`src/rtl/clamp_pkg.sv`:
```
package clamp_pkg;

  typedef enum logic [2:0] {
    MODE_CVBS = 3'd0,
    MODE_YC   = 3'd1,
    MODE_COMP = 3'd2,
    MODE_RGB  = 3'd3
  } clamp_mode_e;

  localparam logic [8:0] LVL_LUMA  = 9'd120;
  localparam logic [8:0] LVL_MID   = 9'd256;
  localparam logic [8:0] LVL_BLACK = 9'd32;

  // strobes from control to datapath
  typedef struct packed {
    logic load;    // first sample of a window
    logic add;     // further sample accepted
    logic finish;  // window just closed: decide
  } clamp_strobe_t;

  function automatic logic [8:0] targetFor(input logic [2:0] modeSel, input int ch);
    logic [8:0] lvl;
    case (modeSel)
      MODE_YC:   lvl = (ch == 0) ? LVL_LUMA : LVL_MID;
      MODE_COMP: lvl = (ch == 1 || ch == 2) ? LVL_MID : LVL_BLACK;
      MODE_RGB:  lvl = LVL_BLACK;
      default:   lvl = LVL_LUMA;
    endcase
    return lvl;
  endfunction

endpackage

```
`src/rtl/clamp_ctrl.sv`:
```
module clamp_ctrl
  import clamp_pkg::*;
#(
  parameter int WIN_MAX = 255,
  localparam int CNT_W = $clog2(WIN_MAX + 1)
) (
  input  logic             clk,
  input  logic             rstN,
  input  logic             clampWin,
  output clamp_strobe_t    strobe,
  output logic [CNT_W-1:0] sampleCount
);

  logic winQ;
  logic [CNT_W-1:0] countQ;
  logic startWin;

  assign startWin      = clampWin & ~winQ;
  assign strobe.load   = startWin;
  assign strobe.add    = clampWin & ~winQ ? 1'b0
                       : clampWin & (countQ < CNT_W'(WIN_MAX));
  assign strobe.finish = winQ & ~clampWin;
  assign sampleCount   = countQ;

  always_ff @(posedge clk or negedge rstN) begin
    if (!rstN) begin
      winQ   <= 1'b0;
      countQ <= '0;
    end else begin
      winQ <= clampWin;
      if (strobe.load)
        countQ <= CNT_W'(1);
      else if (strobe.add)
        countQ <= countQ + CNT_W'(1);
    end
  end

endmodule

```
`src/rtl/clamp_datapath.sv`:
```
module clamp_datapath
  import clamp_pkg::*;
#(
  parameter int NUM_CH   = 4,
  parameter int SAMPLE_W = 9,
  parameter int DEADBAND = 2,
  parameter int CNT_W    = 8,
  localparam int SUM_W  = SAMPLE_W + CNT_W,
  localparam int PROD_W = SAMPLE_W + 1 + CNT_W
) (
  input  logic                       clk,
  input  logic                       rstN,
  input  clamp_strobe_t              strobe,
  input  logic [CNT_W-1:0]           sampleCount,
  input  logic [2:0]                 mode,
  input  logic [NUM_CH-1:0]          chanEn,
  input  logic [NUM_CH*SAMPLE_W-1:0] samples,
  output logic [NUM_CH-1:0]          upReq,
  output logic [NUM_CH-1:0]          downReq
);

  logic [NUM_CH-1:0] wantUp;
  logic [NUM_CH-1:0] wantDown;

  for (genvar g = 0; g < NUM_CH; g++) begin : g_chan
    logic [SAMPLE_W-1:0] chSample;
    logic [SUM_W-1:0]    sumQ;
    logic [SAMPLE_W:0]   targetCode;
    logic [PROD_W-1:0]   hiLimit;
    logic [PROD_W-1:0]   loLimit;
    logic [PROD_W-1:0]   sumWide;

    assign chSample   = samples[g*SAMPLE_W +: SAMPLE_W];
    assign targetCode = (SAMPLE_W+1)'(targetFor(mode, g));
    // compare sum with (target +/- deadband) * count: exact mean test
    assign hiLimit = PROD_W'(targetCode + (SAMPLE_W+1)'(DEADBAND)) * PROD_W'(sampleCount);
    assign loLimit = PROD_W'(targetCode - (SAMPLE_W+1)'(DEADBAND)) * PROD_W'(sampleCount);
    assign sumWide = PROD_W'(sumQ);
    assign wantDown[g] = chanEn[g] & (sumWide > hiLimit);
    assign wantUp[g]   = chanEn[g] & (sumWide < loLimit);

    always_ff @(posedge clk or negedge rstN) begin
      if (!rstN)
        sumQ <= '0;
      else if (strobe.load)
        sumQ <= SUM_W'(chSample);
      else if (strobe.add)
        sumQ <= sumQ + SUM_W'(chSample);
    end
  end

  always_ff @(posedge clk or negedge rstN) begin
    if (!rstN) begin
      upReq   <= '0;
      downReq <= '0;
    end else if (strobe.finish) begin
      upReq   <= wantUp;
      downReq <= wantDown;
    end else begin
      upReq   <= '0;
      downReq <= '0;
    end
  end

endmodule

```
`src/rtl/video_clamp_ctrl.sv`:
```
module video_clamp_ctrl
  import clamp_pkg::*;
#(
  parameter int NUM_CH   = 4,
  parameter int SAMPLE_W = 9,
  parameter int DEADBAND = 2,
  parameter int WIN_MAX  = 255,
  localparam int CNT_W = $clog2(WIN_MAX + 1)
) (
  input  logic                       clk,
  input  logic                       rstN,
  input  logic                       clampWin,
  input  logic [2:0]                 mode,
  input  logic [NUM_CH-1:0]          chanEn,
  input  logic [NUM_CH*SAMPLE_W-1:0] samples,
  output logic [NUM_CH-1:0]          upReq,
  output logic [NUM_CH-1:0]          downReq
);

  clamp_strobe_t    strobe;
  logic [CNT_W-1:0] sampleCount;

  clamp_ctrl #(.WIN_MAX(WIN_MAX)) u_ctrl (
    .clk         (clk),
    .rstN        (rstN),
    .clampWin    (clampWin),
    .strobe      (strobe),
    .sampleCount (sampleCount)
  );

  clamp_datapath #(
    .NUM_CH   (NUM_CH),
    .SAMPLE_W (SAMPLE_W),
    .DEADBAND (DEADBAND),
    .CNT_W    (CNT_W)
  ) u_dp (
    .clk         (clk),
    .rstN        (rstN),
    .strobe      (strobe),
    .sampleCount (sampleCount),
    .mode        (mode),
    .chanEn      (chanEn),
    .samples     (samples),
    .upReq       (upReq),
    .downReq     (downReq)
  );

endmodule

```
`config.mk`:
```
export PLATFORM = sky130hd
export DESIGN_NAME = video_clamp_ctrl
export DESIGN_NICKNAME = d
export VERILOG_FILES = /design/src/rtl/clamp_pkg.sv /design/src/rtl/clamp_ctrl.sv /design/src/rtl/clamp_datapath.sv /design/src/rtl/video_clamp_ctrl.sv
export SDC_FILE = /design/constraint.sdc
export NUM_CORES = 1
export LEC_CHECK = 0
export BUFFER_PORTS_ARGS = -buffer_cell sky130_fd_sc_hd__buf_2
export CAP_MARGIN = 20
export CORE_ASPECT_RATIO = 1.25
export CORE_MARGIN = 10
export CORE_UTILIZATION = 42
export CTS_BUF_LIST = sky130_fd_sc_hd__clkbuf_8 sky130_fd_sc_hd__clkbuf_16
export DETAILED_ROUTE_END_ITERATION = 16
export GPL_TIMING_DRIVEN = 0
export PLACE_DENSITY = 0.6
export SLEW_MARGIN = 25
export SYNTH_ARGS = -nofsm -noshare
export SYNTH_HDL_FRONTEND = slang
export SYNTH_SLANG_ARGS = --single-unit
export TNS_END_PERCENT = 50
```
`constraint.sdc`:
```
create_clock -name clk -period 7.6 [get_ports clk]
set_clock_uncertainty 0.05 [all_clocks]
set_input_delay 0.76 -clock clk [delete_from_list [all_inputs] [get_ports clk]]
set_output_delay 0.76 -clock clk [all_outputs]
set_load 0.05 [all_outputs]
```
======== Word level (Yosys, flattened, before mapping) ========
Cells that the tools add are included.
cells by class
  $add $sub $neg .......................... 11
  multiply operators ...................... 6
  $lt $le $gt $ge ......................... 9
  equal/unequal tests ..................... 3
  muxes and demuxes ....................... 16
  bitwise operators ....................... 13
  reduce and logical (&&, ||, !) cells .... 3
operator list
  kind                                                                  number
  17-bit two-way mux                                                    8
  18-bit by 8-bit multiplier with 18-bit output                         6
  17-bit by 18-bit greater-than comparator with 1-bit output            4
  17-bit by 18-bit less-than comparator with 1-bit output               4
  17-bit by 9-bit adder with 17-bit output                              4
  9-bit one-hot mux with 2 select lines                                 2
  9-bit by 2-bit adder with 10-bit output (second input constant)       2
  9-bit by 2-bit subtractor with 10-bit output (second input constant)  2
  8-bit two-way mux                                                     2
  1-bit bitwise AND                                                     11
  7-bit by 2-bit adder with 8-bit output (second input constant)        1
  8-bit by 1-bit adder with 8-bit output (second input constant)        1
  8-bit less-than comparator (second input constant)                    1
  4-bit two-way mux                                                     2
  7-bit by 2-bit subtractor with 8-bit output (second input constant)   1
  7-bit two-way mux                                                     1
  3-bit by 2-bit == test with 1-bit output (second input constant)      2
  2-bit OR reduction                                                    2
  3-bit by 1-bit == test with 1-bit output (second input constant)      1
  1-bit inverter                                                        2
  2-bit nonzero test                                                    1
  1-bit two-way mux                                                     1
word-level totals
  bits in registers ....................... 85
  logic and storage cells ................. 69

======== Longest topological paths before layout ========
Gate-level depths: netlist (run 1).
  depth in word-level cells ............... 8
  depth in mapped cells ................... 31
  mapped depth without buffers ............ 28

======== Cells and area by module ========
From an unflattened synthesis (run 1), not the netlist that was laid out.
unflattened totals
  cell total of the unflattened synthesis .. 2068
  area total of the unflattened synthesis .. 18534.0 µm²
by module, submodules not included
  module          instances  cells an instance  area an instance (µm²)  seq. area each (µm²)
  clamp_datapath  1          2018               18017.3                 1901.8
  clamp_ctrl      1          50                 516.7                   225.2

======== Worst setup path before layout (run 1) ========
Ideal clock, no wire load.
  path kind ............................... input to register
  start point ............................. input port mode[1]
  end point ............................... register u_dp.upReq[1]
  library setup time ...................... 0.077 ns
  arrival time ............................ 6.929 ns
  required time ........................... 7.473 ns
  setup slack ............................. 0.544 ns
  cell stages on the path ................. 29
  path buffers ............................ 3
  path through ............................ clkbuf_1 > nor2_1 > or2_2 > clkbuf_1 > clkbuf_1 > nor2_1 > fa_1 > inv_1 > fa_1 > inv_1 > fa_1 > inv_1 > fa_1 > inv_1 > ha_1 > a2111o_1 > o21ai_0 > o21bai_1 > a21oi_1 > xor2_1 > ha_1 > nand2_1 > nor2_1 > a211oi_1 > o21ai_0 > a21o_1 > maj3_2 > maj3_2 > a21oi_1
on the way
  word-level cells in the longest chain between the ends .. 8
ends and longest elaborated chain
  element                                                                                               line                    RTL
  start: declaration                                                                                    video_clamp_ctrl.sv:13  input logic [2:0] mode,
  3-bit by 1-bit == test with 1-bit output or 3-bit by 2-bit == test with 1-bit output (tied branches)  clamp_pkg.sv:23         case (modeSel)
  2-bit OR reduction (no source line)                                                                   --
  9-bit one-hot mux with 2 select lines (*)                                                             clamp_pkg.sv:23
  9-bit by 2-bit subtractor with 10-bit output (*)                                                      clamp_datapath.sv:37    assign loLimit = PROD_W'(targetCode - (SAMPLE_W+1)'(DEADBAND)) * PROD_W'(sampleCount);
  18-bit by 8-bit multiplier with 18-bit output (*)                                                     clamp_datapath.sv:37
  17-bit by 18-bit less-than comparator with 1-bit output (*)                                           clamp_datapath.sv:40    assign wantUp[g] = chanEn[g] & (sumWide < loLimit);
  1-bit bitwise AND (*)                                                                                 clamp_datapath.sv:40
  4-bit two-way mux (*)                                                                                 clamp_datapath.sv:56    end else if (strobe.finish) begin
  end signal: assignment                                                                                clamp_datapath.sv:57    upReq <= wantUp;
  end: declaration                                                                                      clamp_datapath.sv:18    output logic [NUM_CH-1:0] upReq,
Mark *: on every way between the ends. The rest lies on a longest branch, timed or not.
A chain may end at the register's enable or synchronous reset.

======== Worst setup path in the final report (run 1) ========
  start point ............................. register u_ctrl.countQ[7] (netlist: u_ctrl.sampleCount[7])
  end point ............................... register u_dp.upReq[1]
on the way
  word-level cells in the longest chain between the ends .. 4
ends and longest elaborated chain
  element                                                  line                  RTL
  start: declaration                                       clamp_ctrl.sv:15      logic [CNT_W-1:0] countQ;
  start signal: assignment                                 clamp_ctrl.sv:34      countQ <= countQ + CNT_W'(1);
  18-bit by 8-bit multiplier with 18-bit output            clamp_datapath.sv:37
  17-bit by 18-bit less-than comparator with 1-bit output  clamp_datapath.sv:40
  1-bit bitwise AND                                        clamp_datapath.sv:40
  4-bit two-way mux                                        clamp_datapath.sv:56
Every way passes these cells.

==> results of run 1 <==
==> synthesized netlist by cell type, types with 3 or more instances <==
cell / instances / area [sq um]
a2111oi_0: 5 / 43.8
a211oi_1: 20 / 150
a21boi_0: 6 / 45.0
a21o_1: 54 / 405
a21oi_1: 134 / 671
a22oi_1: 3 / 22.5
a31o_2: 5 / 43.8
a31oi_1: 17 / 106
a41o_1: 6 / 60.1
and2_1: 21 / 131
and3_1: 15 / 93.8
clkbuf_1: 44 / 165
dfrtp_1: 85 / 2130
fa_1: 196 / 3920
ha_1: 381 / 4770
inv_1: 387 / 1450
maj3_2: 4 / 45.0
nand2_1: 135 / 507
nand2b_1: 17 / 106
nand3_1: 24 / 120
nand4_1: 18 / 113
nor2_1: 156 / 586
nor2b_1: 27 / 169
nor3_1: 36 / 180
nor4_1: 3 / 18.8
o2111ai_1: 5 / 43.8
o211ai_1: 21 / 158
o21a_1: 14 / 105
o21ai_0: 81 / 405
o21bai_1: 9 / 67.6
o31a_1: 4 / 35.0
or2_2: 6 / 37.5
or3_1: 10 / 62.6
xnor2_1: 73 / 639
xor2_1: 71 / 622
==> worst min path at each step <==
stage,start,end,slack (ns)
6_report,rstN,u_dp.g_chan[2].sumQ[12],0.23
3_5_place_dp,u_ctrl.winQ,u_ctrl.sampleCount[1],0.48
4_1_cts,rstN,u_dp.g_chan[2].sumQ[12],0.24
3_3_place_gp,u_ctrl.winQ,u_ctrl.sampleCount[1],0.49
5_1_grt,rstN,u_dp.g_chan[2].sumQ[12],0.26
2_1_floorplan,rstN,u_ctrl.sampleCount[0],0.41
==> state kept, by name, indices dropped and copies added (netlist names) <==
| signal | flops |
|---|---|
| u_ctrl.sampleCount | 8 |
| u_ctrl.winQ | 1 |
| u_dp.downReq | 4 |
| u_dp.g_chan.sumQ | 68 |
| u_dp.upReq | 4 |
==> through the flow <==
step | setup TNS, ns | hold slack, ns | instances | power [mW] | area, sq um
finish | 0 | 0.234 | 2830 | 5.03 | 20100
global route | 0 | 0.259 | 2830 | 5.65 | 20100
CTS | 0 | 0.244 | 2831 | 5.04 | 20100
detailed placement | -0.967 | 0.483 | 2817 | 4.49 | 19800
global placement | -0.973 | 0.487 | 2816 | 4.36 | 19800
floorplan | 0 | 0.414 | 2199 | 3.58 | 18800
==> final cells by class <==
class                   count  area [sq um]  share of cell area
multi-input cells        1679         15000               0.747
flip-flops and latches     85          2130               0.106
inverters                 390          1470              0.0728
well taps                 565           707              0.0351
repair buffers             53           294              0.0146
clock buffers              10           239              0.0119
plain buffers              42           173             0.00858
clock inverters             6          78.8             0.00392
==> kinds of logic (layout without fill, tap and decap cells) <==
family / count (synthesis) / count (layout) / synth area share
compound gates: 406 / 406 / 0.138
xor+xnor: 144 / 144 / 0.0681
fa+ha+maj: 581 / 581 / 0.472
buf+inv: 435 / 501 / 0.0882
flops: 85 / 85 / 0.115
mux: 3 / 3 / 0.00176
other cells: 2 / 72 / 0.000405
simple gates: 473 / 473 / 0.117
==> cell usage in the layout, fill, tap and decap left out, types with 6 or more instances in the layout <==
| cell type | n |
|---|---|
| conb_1 | 72 |
| dfrtp_1 | 81 |
| and2_1 | 21 |
| buf_2 | 51 |
| nand2_1 | 135 |
| o21a_1 | 14 |
| xnor2_1 | 73 |
| nand2b_1 | 17 |
| and3_1 | 15 |
| clkbuf_16 | 9 |
| nor2b_1 | 26 |
| xor2_1 | 71 |
| nor3_1 | 36 |
| fa_1 | 196 |
| ha_1 | 381 |
| o21ai_0 | 80 |
| nand4_1 | 18 |
| a31oi_1 | 17 |
| nand3_1 | 24 |
| o21bai_1 | 9 |
| a21oi_1 | 134 |
| a21o_1 | 54 |
| or2_2 | 6 |
| clkbuf_1 | 31 |
| inv_1 | 387 |
| a21boi_0 | 6 |
| clkbuf_2 | 9 |
| or3_1 | 10 |
| o211ai_1 | 21 |
| a211oi_1 | 20 |
| a41o_1 | 6 |
| nor2_1 | 156 |
==> per-layer routing <==
layer,up-vias,GRT usage
met3,76,0.0207
li1,7255,-
met4,2,0.0813
met2,257,0.348
met1,7336,0.231
met5,-,0
==> worst register-to-register path, cell delays in order, from the launching register on <==
cell and delay [ns]:
dfrtp_2 0.69, inv_1 0.27, clkbuf_2 0.44, fa_1 0.64, inv_1 0.06, fa_1 0.50
fa_1 0.55, inv_1 0.06, fa_1 0.53, inv_1 0.05, ha_1 0.34, o21a_1 0.22
or2_2 0.28, o21ai_1 0.13, o21bai_1 0.09, a21oi_1 0.17, xor2_1 0.33, ha_1 0.34
nand2_1 0.07, nor2_1 0.05, a211oi_1 0.23, o21ai_0 0.16, a21o_1 0.21, maj3_2 0.31
maj3_2 0.31, a21oi_1 0.14
==> power breakdown <==
group | internal [mW] | switching (mW) | total, mW
clock network | 0.270 | 0.244 | 0.514
logic | 1.65 | 2.13 | 3.78
registers | 0.543 | 0.198 | 0.740
total | 2.47 | 2.57 | 5.03
==> impl_metrics.py, run 1 <==
metrics = {
    "run_status": {
        "status": "finished clean",
    },
    "worst_setup_path": {
        "crit_family": "adder cells",
        "reg2reg_from": "u_ctrl.sampleCount[7]",
        "reg2regPathDepth": 25,
        "r2r-end": "u_dp.upReq[1]",
        "crit_type": "register to register",
        "endpoint": "u_dp.upReq[1]",
        "cp.arrival_ns": 7.56,
        "cp_num_buf_inv": 5,
        "rrSetupSlack_ns": 0.30,
        "start_kind": "register",
        "crit_start": "u_ctrl.sampleCount[7]",
        "cpPeakStageDelay_ns": 0.69,
        "critPathRequiredTime_ns": 7.86,
        "crit_path_end_kind": "register",
        "cp.depth": 25,
        "path_max_fanout": 14,
        "critPathSlowestCell": "dfrtp_2",
    },
    "power_and_ir_drop": {
        "worst_ir_drop_vdd_v": 0.000183,
        "power.density_nw_per_um2": 250,
        "p_leak_nw": 11.2,
    },
    "drt": {
        "route.met3.wl_mm": 1.58,
        "routed.top_layer": "met5",
        "totalWireLength_mm": 50.6,
        "routed_via_density": 5.27,
        "wl_met2_mm": 25.7,
        "ant_nets": 0,
        "wl_per_cell_um": 17.9,
        "wl_met1_mm": 21.5,
        "drc": 0,
        "dr.pass1.iters": 5,
        "drt_iter0_drc": 757,
        "vias": 14926,
    },
    "global_routing": {
        "grt_first_pass_wirelength_mm": 82.0,
        "antenna_found_initial": 2,
        "grt_pass1_vias": 15437,
        "grt_overflow": 0,
        "grt_usage": 0.194,
        "grt_start_max_net_pins": 47,
    },
    "floorplan": {
        "start_util": 0.427,
        "placementRows": 85,
        "dieArea_sq_um": 53000,
        "die_w_um": 208,
        "ios": 54,
        "die_h_um": 255,
        "core_area_sq_um": 43400,
    },
    "synthesis": {
        "ys_async_sr_fraction": 1.00,
        "avgSynthCellArea_sq_um": 8.70,
        "syn_area_sq_um": 18500,
        "yosys_warnings": 0,
        "ys_ff_latch": 85,
        "ys_types": 62,
        "ys_seq_area_frac": 0.115,
        "synth_flop_cell": "dfrtp_1",
        "postSynthCellCount": 2129,
        "synth_edf_count": 0,
    },
    "timing": {
        "rsz0062_at_grt": "no",
        "tightestPinTransition_ns": 1.01,
        "maxSlewHeadroom": 0.320,
        "fin_crit_ns": 7.30,
        "period_share": 0.961,
        "fin_ws_ns": 0.297,
        "finalSetupViolCount": 0,
        "hold_viol": 0,
        "fmaxAchievable_mhz": 137,
        "drv_slew": 0,
    },
    "layout": {
        "layout.nets": 2883,
        "antenna_cells": 0,
        "n_fill_cell": 4290,
        "area_delta_synth_final_pct": 8.62,
        "drive_gt1_frac": 0.0472,
        "final_core_util": 0.464,
    },
    "placement": {
        "gp_congestion": 0.893,
        "dp_worst_setup_slack_ns": -0.580,
        "io_buffer_count": 52,
        "dp_hpwl_mm": 42.3,
    },
    "clock_network": {
        "cts.path.max_buffers": 2,
        "cts_buffers": 9,
        "cts.sinks": 85,
        "clk_pin_slew_ns": 0.08,
        "cts_max_level": 3,
        "cts_setup_buffers": 0,
        "cts_hold_buf": 0,
        "clk-insertion-delay-late_ns": 0.39,
        "cts_root_buf": "clkbuf_16",
        "cts_resized": 9,
        "tritoncts": "yes",
    },
    "worst_hold_path": {
        "hp-class": "input port to asynchronous set/reset pin",
    },
    "job": {
        "maxCapViolCount": 0,
    },
}
No activity file was read; power rests on OpenSTA's default activity.
==> run 2, diff against run 1 <==
--- a/config.mk
+++ b/config.mk
@@ -5,6 +5,7 @@
 export SDC_FILE = /design/constraint.sdc
 export NUM_CORES = 1
 export LEC_CHECK = 0
+export ABC_AREA = 1
 export BUFFER_PORTS_ARGS = -buffer_cell sky130_fd_sc_hd__buf_2
 export CAP_MARGIN = 20
 export CORE_ASPECT_RATIO = 1.25
==> run 2 against run 1 <==
- register-to-register slack improved by 0.24 ns
- core utilization fell by 0.21 points
- sequential share of layout area fell by 0.43 points
- sequential cell count did not move
- clock power shrank 4%
- routed wire length is 5.1% higher
- first-iteration DRC count is 26% higher
- cell count grew 13%
- combinational power is 12% lower
- die area up 3.8%
- global-route usage up 0.55 points
- critical path depth is 4 higher
==> impl_metrics.py, run 2 <==
metrics = {
    "layout": {
        "antenna_cells": 0,
        "regMostFlops": "u_dp.g_chan.sumQ",
        "final_cells": 3209,
        "multi_input_area_sq_um": 15200,
        "final_cell_mix": "inv_1, nand2_1, ha_1",
        "regArea_sq_um": 2130,
        "largest_register_ff_count": 68,
        "area_delta_synth_final_pct": 8.35,
        "n_fill_cell": 4602,
        "drive_gt1_frac": 0.0506,
        "final_common_cell": "inv_1",
        "layout.nets": 3249,
    },
    "synthesis": {
        "avgSynthCellArea_sq_um": 7.74,
        "ys_ff_latch": 85,
        "postSynthCellCount": 2491,
        "synth_flop_cell": "dfrtp_1",
        "yosys_warnings": 0,
        "synthTopCellsByArea": "ha_1, fa_1, dfrtp_1",
        "synth_common_cells": "inv_1, nand2_1, ha_1",
        "synth.top_cell.area_share": 0.247,
        "ys_seq_area_frac": 0.110,
        "synth_edf_count": 0,
        "synth_most_common_cell": "inv_1",
        "ys_async_sr_fraction": 1.00,
        "syn_area_sq_um": 19300,
        "ys_types": 57,
        "yosysTopAreaCell": "ha_1",
    },
    "placement": {
        "io_buffer_count": 53,
        "place_inst": 3193,
        "gp_congestion": 0.920,
        "dp_hpwl_mm": 44.6,
    },
    "worst_hold_path": {
        "hp-class": "input port to asynchronous set/reset pin",
    },
    "drt": {
        "wl_per_cell_um": 16.6,
        "drc": 0,
        "drt_iter0_drc": 955,
        "totalWireLength_mm": 53.1,
        "routed_via_density": 5.13,
        "ant_nets": 0,
        "dr.pass1.iters": 5,
        "vias": 16468,
    },
    "clock_network": {
        "cts.path.max_buffers": 2,
        "clk-insertion-delay-late_ns": 0.38,
        "tritoncts": "yes",
        "cts_max_level": 3,
        "clk_pin_slew_ns": 0.07,
        "cts_root_buf": "clkbuf_16",
        "cts_hold_buf": 0,
        "cts_buffers": 9,
        "cts.sinks": 85,
    },
    "worst_setup_path": {
        "start_kind": "register",
        "cpPeakStageDelay_ns": 0.90,
        "crit_path_end_kind": "register",
        "critPathRequiredTime_ns": 7.85,
        "crit_path_frequent_cell": "nor2_1",
        "critPathSlowestCell": "dfrtp_1",
        "path_max_fanout": 13,
        "cp.arrival_ns": 7.32,
        "crit_type": "register to register",
    },
    "run_status": {
        "status": "finished clean",
    },
    "floorplan": {
        "core_area_sq_um": 45300,
        "placementRows": 87,
        "ios": 54,
        "dieArea_sq_um": 55000,
        "die_w_um": 212,
        "die_h_um": 260,
        "start_util": 0.426,
    },
    "timing": {
        "hold_viol": 0,
        "fmaxAchievable_mhz": 142,
        "fin_crit_ns": 7.06,
        "period_share": 0.930,
        "finalSetupViolCount": 0,
        "rsz0062_at_grt": "no",
        "tightestPinTransition_ns": 1.05,
        "maxSlewHeadroom": 0.300,
        "drv_slew": 0,
    },
    "global_routing": {
        "antenna_found_initial": 0,
        "grt_start_max_net_pins": 65,
        "grt_first_pass_wirelength_mm": 86.6,
        "grt_overflow": 0,
        "grt_pass1_vias": 16735,
        "grt_usage": 0.199,
    },
    "power_and_ir_drop": {
        "power.density_nw_per_um2": 217,
        "p_leak_nw": 11.9,
        "p_switching_mw": 2.42,
        "p_sw_frac": 0.534,
        "power.total_mw": 4.54,
        "sequentialPowerShare": 0.157,
        "worst_ir_drop_vdd_v": 0.000203,
        "p_int_mw": 2.11,
        "pwr-share-comb": 0.733,
        "pwr-share-clk": 0.109,
    },
    "job": {
        "maxCapViolCount": 0,
    },
}
==> run 2: area by class of cell <==
| cell class | count | area share |
|---|---|---|
| timing repair buffer | 54 | 0.0143 |
| inverter | 537 | 0.0965 |
| sequential | 85 | 0.102 |
| buffer | 37 | 0.00862 |
| tap | 578 | 0.0346 |
| multi-input combinational | 1902 | 0.729 |
| clock inverter | 6 | 0.00371 |
| clock buffer | 10 | 0.0114 |
==> run 2: logic make-up (layout without fill, tap and decap cells) <==
group / count (synthesis) / in the layout / share of synthesized area
AO/OA/AOI/OAI: 341 / 341 / 0.102
AND/OR/NAND/NOR: 805 / 805 / 0.174
XOR/XNOR: 107 / 107 / 0.0486
other: 2 / 72 / 0.000389
buffers and inverters: 574 / 644 / 0.114
flip-flops: 85 / 85 / 0.110
adder cells (fa/ha/maj): 577 / 577 / 0.451
==> run 2: worst max-delay path: cells and delay by family, from the launching register on <==
family                     cells  cell delay [ns]
AOI/OAI and AO/OA              4             0.60
xor gates and xnor gates       1             0.29
adders and majority gates      6             2.52
buffers and inverters          5             0.88
DFF                            1             0.90
and+or+nand+nor               13             1.74
==> run 2: per-layer routing <==
metal,GRT usage,vias up,part of all wire
met3,0.0233,71,0.041
li1,-,8135,-
met1,0.242,7953,0.43
met4,0.0624,0,0.025
met5,0,-,0
met2,0.358,309,0.51
==> run 2: metrics by stage <==
step                utilization  setup slack (ns)  setup TNS [ns]  instance area, sq um  hold WS, ns
global route              0.462            0.0710               0                 20900        0.182
finish                    0.462             0.536               0                 20900        0.177
floorplan                     -              1.61               0                 19600        0.414
global placement          0.454           -0.0241         -0.0430                 20500        0.477
detailed placement        0.454           -0.0544          -0.107                 20600        0.468
CTS                       0.462             0.259               0                 20900        0.170
==> run 2: power groups by stage <==
stage	clock network [mW]	logic, mW	registers [mW]
after global placement	0	3.20	0.721
after floorplan	0	2.57	0.666
final	0.496	3.33	0.714
after CTS	0.507	3.30	0.714
after detailed placement	0	3.28	0.722
after global routing	0.522	3.88	0.726
==> run 2: final timing paths <==
kind / start / end / slack (ns) / cells after the start
setup / recovery: u_ctrl.sampleCount[7] / u_dp.downReq[1] / 0.54 / 29
hold / removal: rstN / u_dp.g_chan[1].sumQ[14] / 0.18 / 1
setup reg to reg: u_ctrl.sampleCount[7] / u_dp.downReq[1] / 0.54 / 29
hold reg to reg: u_dp.g_chan[2].sumQ[15] / u_dp.g_chan[2].sumQ[15] / 0.47 / 1
max in group asynchronous: rstN / u_ctrl.sampleCount[3] / 6.65 / 2
min in group clk: u_dp.g_chan[2].sumQ[15] / u_dp.g_chan[2].sumQ[15] / 0.47 / 1
==> run 2: what timing repair did <==
action / in CTS / in global routing
gates resized for setup: 1 / 1
pin swaps: 0 / 0
setup buffers: 0 / 0
setup endpoints to repair: 2 / 3
cloned: 0 / 0
==> run 3, diff against run 2 <==
--- a/config.mk
+++ b/config.mk
@@ -18,5 +18,6 @@
 export SLEW_MARGIN = 25
 export SYNTH_ARGS = -nofsm -noshare
 export SYNTH_HDL_FRONTEND = slang
+export SYNTH_HIERARCHICAL = 1
 export SYNTH_SLANG_ARGS = --single-unit
 export TNS_END_PERCENT = 50
==> run 3 against run 2 <==
- critical path depth fell by 5
- fmax fell by 1.2%
- final area fell by 2.3%
- area after synthesis fell by 2.1%
- power fell by 8.0%
- global-route usage fell by 1.4 points
- worst setup slack got worse by 0.084 ns
- via count fell by 4.6%
- sequential cell count did not move
- sequential share of layout area rose by 0.28 points
- sequential power fell by 7.0%
- critical endpoint is now u_dp/downReq[3]
- highest routed layer unchanged
==> impl_metrics.py, run 3 <==
metrics = {
    "job": {
        "maxCapViolCount": 0,
    },
    "drt": {
        "dr.pass1.iters": 5,
        "totalWireLength_mm": 49.3,
        "wl_per_cell_um": 16.1,
        "drt_iter0_drc": 699,
        "vias": 15703,
        "drc": 0,
        "routed_via_density": 5.12,
        "ant_nets": 0,
    },
    "floorplan": {
        "placementRows": 86,
        "die_w_um": 210,
        "dieArea_sq_um": 53900,
        "start_util": 0.426,
        "core_area_sq_um": 44300,
        "ios": 54,
        "die_h_um": 257,
    },
    "worst_setup_path": {
        "critPathSlowestCell": "dfrtp_2",
        "start_kind": "register",
        "cp_num_buf_inv": 4,
        "crit_family": "adder cells",
        "crit_chain": "clkinv_1 -> nor2_1 -> inv_1 -> nor2_1 -> fa_1 -> ha_1 -> fa_1 -> inv_1 -> fa_1 -> inv_1 -> ha_1 -> nand2_1 -> nor2_1 -> a21oi_1 -> o21ai_0 -> a21oi_1 -> nor2_1 -> nor2_1 -> xor2_1 -> ha_1 -> nand4_1 -> nor3_1 -> a2111o_1 -> nor3_1",
        "crit_path_frequent_cell": "nor2_1",
        "crit_type": "register to register",
        "crit_path_end_kind": "register",
        "path_max_fanout": 21,
        "cpPeakStageDelay_ns": 0.79,
        "critPathRequiredTime_ns": 7.78,
        "cp.arrival_ns": 7.33,
    },
    "layout": {
        "final_common_cell": "inv_1",
        "final_cell_mix": "inv_1, ha_1, nand2_1",
        "largest_register_ff_count": 68,
        "finalInstanceArea_sq_um": 20400,
        "regMostFlops": "u_dp/g_chan.sumQ",
        "drive_gt1_frac": 0.0514,
        "layout.nets": 3123,
        "area_delta_synth_final_pct": 8.10,
    },
    "clock_network": {
        "tritoncts": "yes",
        "clk_pin_slew_ns": 0.07,
        "clk-insertion-delay-late_ns": 0.36,
        "cts_root_buf": "clkbuf_16",
        "cts.path.max_buffers": 2,
        "cts.sinks": 85,
        "cts_buffers": 9,
        "cts_max_level": 3,
    },
    "timing": {
        "finalSetupViolCount": 0,
        "fin_ws_ns": 0.451,
        "fin_crit_ns": 7.15,
        "tightestPinTransition_ns": 1.04,
        "hold_viol": 0,
        "fmaxAchievable_mhz": 140,
        "maxSlewHeadroom": 0.306,
        "rsz0062_at_grt": "yes",
        "drv_slew": 0,
        "period_share": 0.941,
        "fin_setup_tns_ns": 0,
        "whs_ns": 0.188,
    },
    "synthesis": {
        "ys_seq_area_frac": 0.113,
        "synthTopCellsByArea": "ha_1, fa_1, dfrtp_1",
        "ys_ff_latch": 85,
        "synth_xor_area_frac": 0.0422,
        "ys_async_sr_fraction": 1.00,
        "synth_fa_ha_area_frac": 0.471,
        "synth_simple_gate_area_share": 0.164,
        "synth_flop_cell": "dfrtp_1",
        "synth_most_common_cell": "inv_1",
        "yosys_warnings": 6,
        "postSynthCellCount": 2375,
        "avgSynthCellArea_sq_um": 7.95,
        "synth_top_family_by_area": "adder cells",
        "synth_common_cells": "inv_1, ha_1, nand2_1",
        "synth_edf_count": 0,
        "ys_types": 54,
        "muxShareOfSynthArea": 0,
        "syn_area_sq_um": 18900,
        "yosysTopAreaCell": "ha_1",
        "synth_compound_area_frac": 0.0997,
        "synth.top_cell.area_share": 0.257,
    },
    "placement": {
        "io_buffer_count": 53,
        "placed_cell_area_sq_um": 20100,
        "dp_hpwl_mm": 41.7,
        "dp_worst_setup_slack_ns": -0.241,
        "gp_congestion": 0.876,
    },
    "global_routing": {
        "grt_pass1_vias": 16207,
        "grt_first_pass_wirelength_mm": 81.2,
        "grt_start_max_net_pins": 66,
        "grt_usage": 0.185,
        "antenna_found_initial": 2,
        "grt_overflow": 0,
    },
    "worst_hold_path": {
        "hp-class": "input port to asynchronous set/reset pin",
    },
    "power_and_ir_drop": {
        "power.total_mw": 4.18,
        "power.density_nw_per_um2": 205,
        "p_leak_nw": 11.4,
        "worst_ir_drop_vdd_v": 0.000211,
    },
    "run_status": {
        "status": "finished clean",
    },
}
run 3: final cells by class:
cell class	count	area (sq um)
antenna	1	2.50
buffer	28	129
clock buffer	9	225
clock inverter	7	83.8
fill	4454	23900
inverter	516	1940
multi-input combinational	1793	14900
sequential	85	2140
tap	572	716
timing repair buffer	54	299
run 3: final timing paths:
kind                                     endpoint  slack [ns]  cells past startpoint              startpoint
max                               u_dp/downReq[3]        0.45                     24   u_ctrl/sampleCount[2]
min in group clk           u_dp/g_chan[1].sumQ[1]        0.50                      2  u_dp/g_chan[1].sumQ[1]
min reg2reg                u_dp/g_chan[1].sumQ[1]        0.50                      2  u_dp/g_chan[1].sumQ[1]
max in group asynchronous   u_ctrl/sampleCount[6]        6.68                      2                    rstN
max reg2reg                       u_dp/downReq[3]        0.45                     24   u_ctrl/sampleCount[2]
min                        u_dp/g_chan[2].sumQ[0]        0.19                      1                    rstN
run 3: through the flow:
step / cells / util
after floorplan: 2422 / -
after global placement: 3047 / 0.452
after detailed placement: 3048 / 0.453
after CTS: 3064 / 0.460
after global routing: 3065 / 0.460
final: 3065 / 0.460
run 3: repair_timing:
action,4_1_cts,5_1_grt
endpoints found under the setup margin,4,6
gates resized for setup,1,8
buffers inserted,0,0
hold buffers,0,0
endpoints found under the hold margin,0,0
run 3: power breakdown:
| part | switching (mW) | internal, mW | leakage [nW] | total, mW |
|---|---|---|---|---|
| sequential | 0.145 | 0.520 | 1.10 | 0.664 |
| combinational | 1.85 | 1.18 | 10.2 | 3.03 |
| clock | 0.199 | 0.285 | 0.165 | 0.484 |
run 3: cell families (layout without fill, tap and decap cells):
kind of cell | count (synthesis) | after routing
adder cells (fa/ha/maj) | 590 | 590
buffers and inverters | 544 | 614
AND/OR/NAND/NOR | 745 | 745
flip-flops | 85 | 85
AO/OA/AOI/OAI | 318 | 318
XOR/XNOR | 91 | 91
other | 2 | 50
run 3: per-layer routing:
layer  vias up  global-route usage  routed length (um)
met4         0              0.0570                1440
met1      7624               0.216               20400
met3        72              0.0223                1620
li1       7770                   -                   -
met5         -                   0                   0
met2       237               0.342               25800
run 3: worst register-to-register path: stages, from the launching register on:
cell and delay, ns:
dfrtp_2 0.79, clkinv_1 0.55, nor2_1 0.60, inv_1 0.24
nor2_1 0.33, fa_1 0.48, ha_1 0.33, fa_1 0.54
inv_1 0.06, fa_1 0.53, inv_1 0.04, ha_1 0.35
nand2_1 0.10, nor2_1 0.05, a21oi_1 0.24, o21ai_0 0.18
a21oi_1 0.16, nor2_1 0.05, nor2_1 0.10, xor2_1 0.16
ha_1 0.29, nand4_1 0.10, nor3_1 0.08, a2111o_1 0.29
nor3_1 0.32
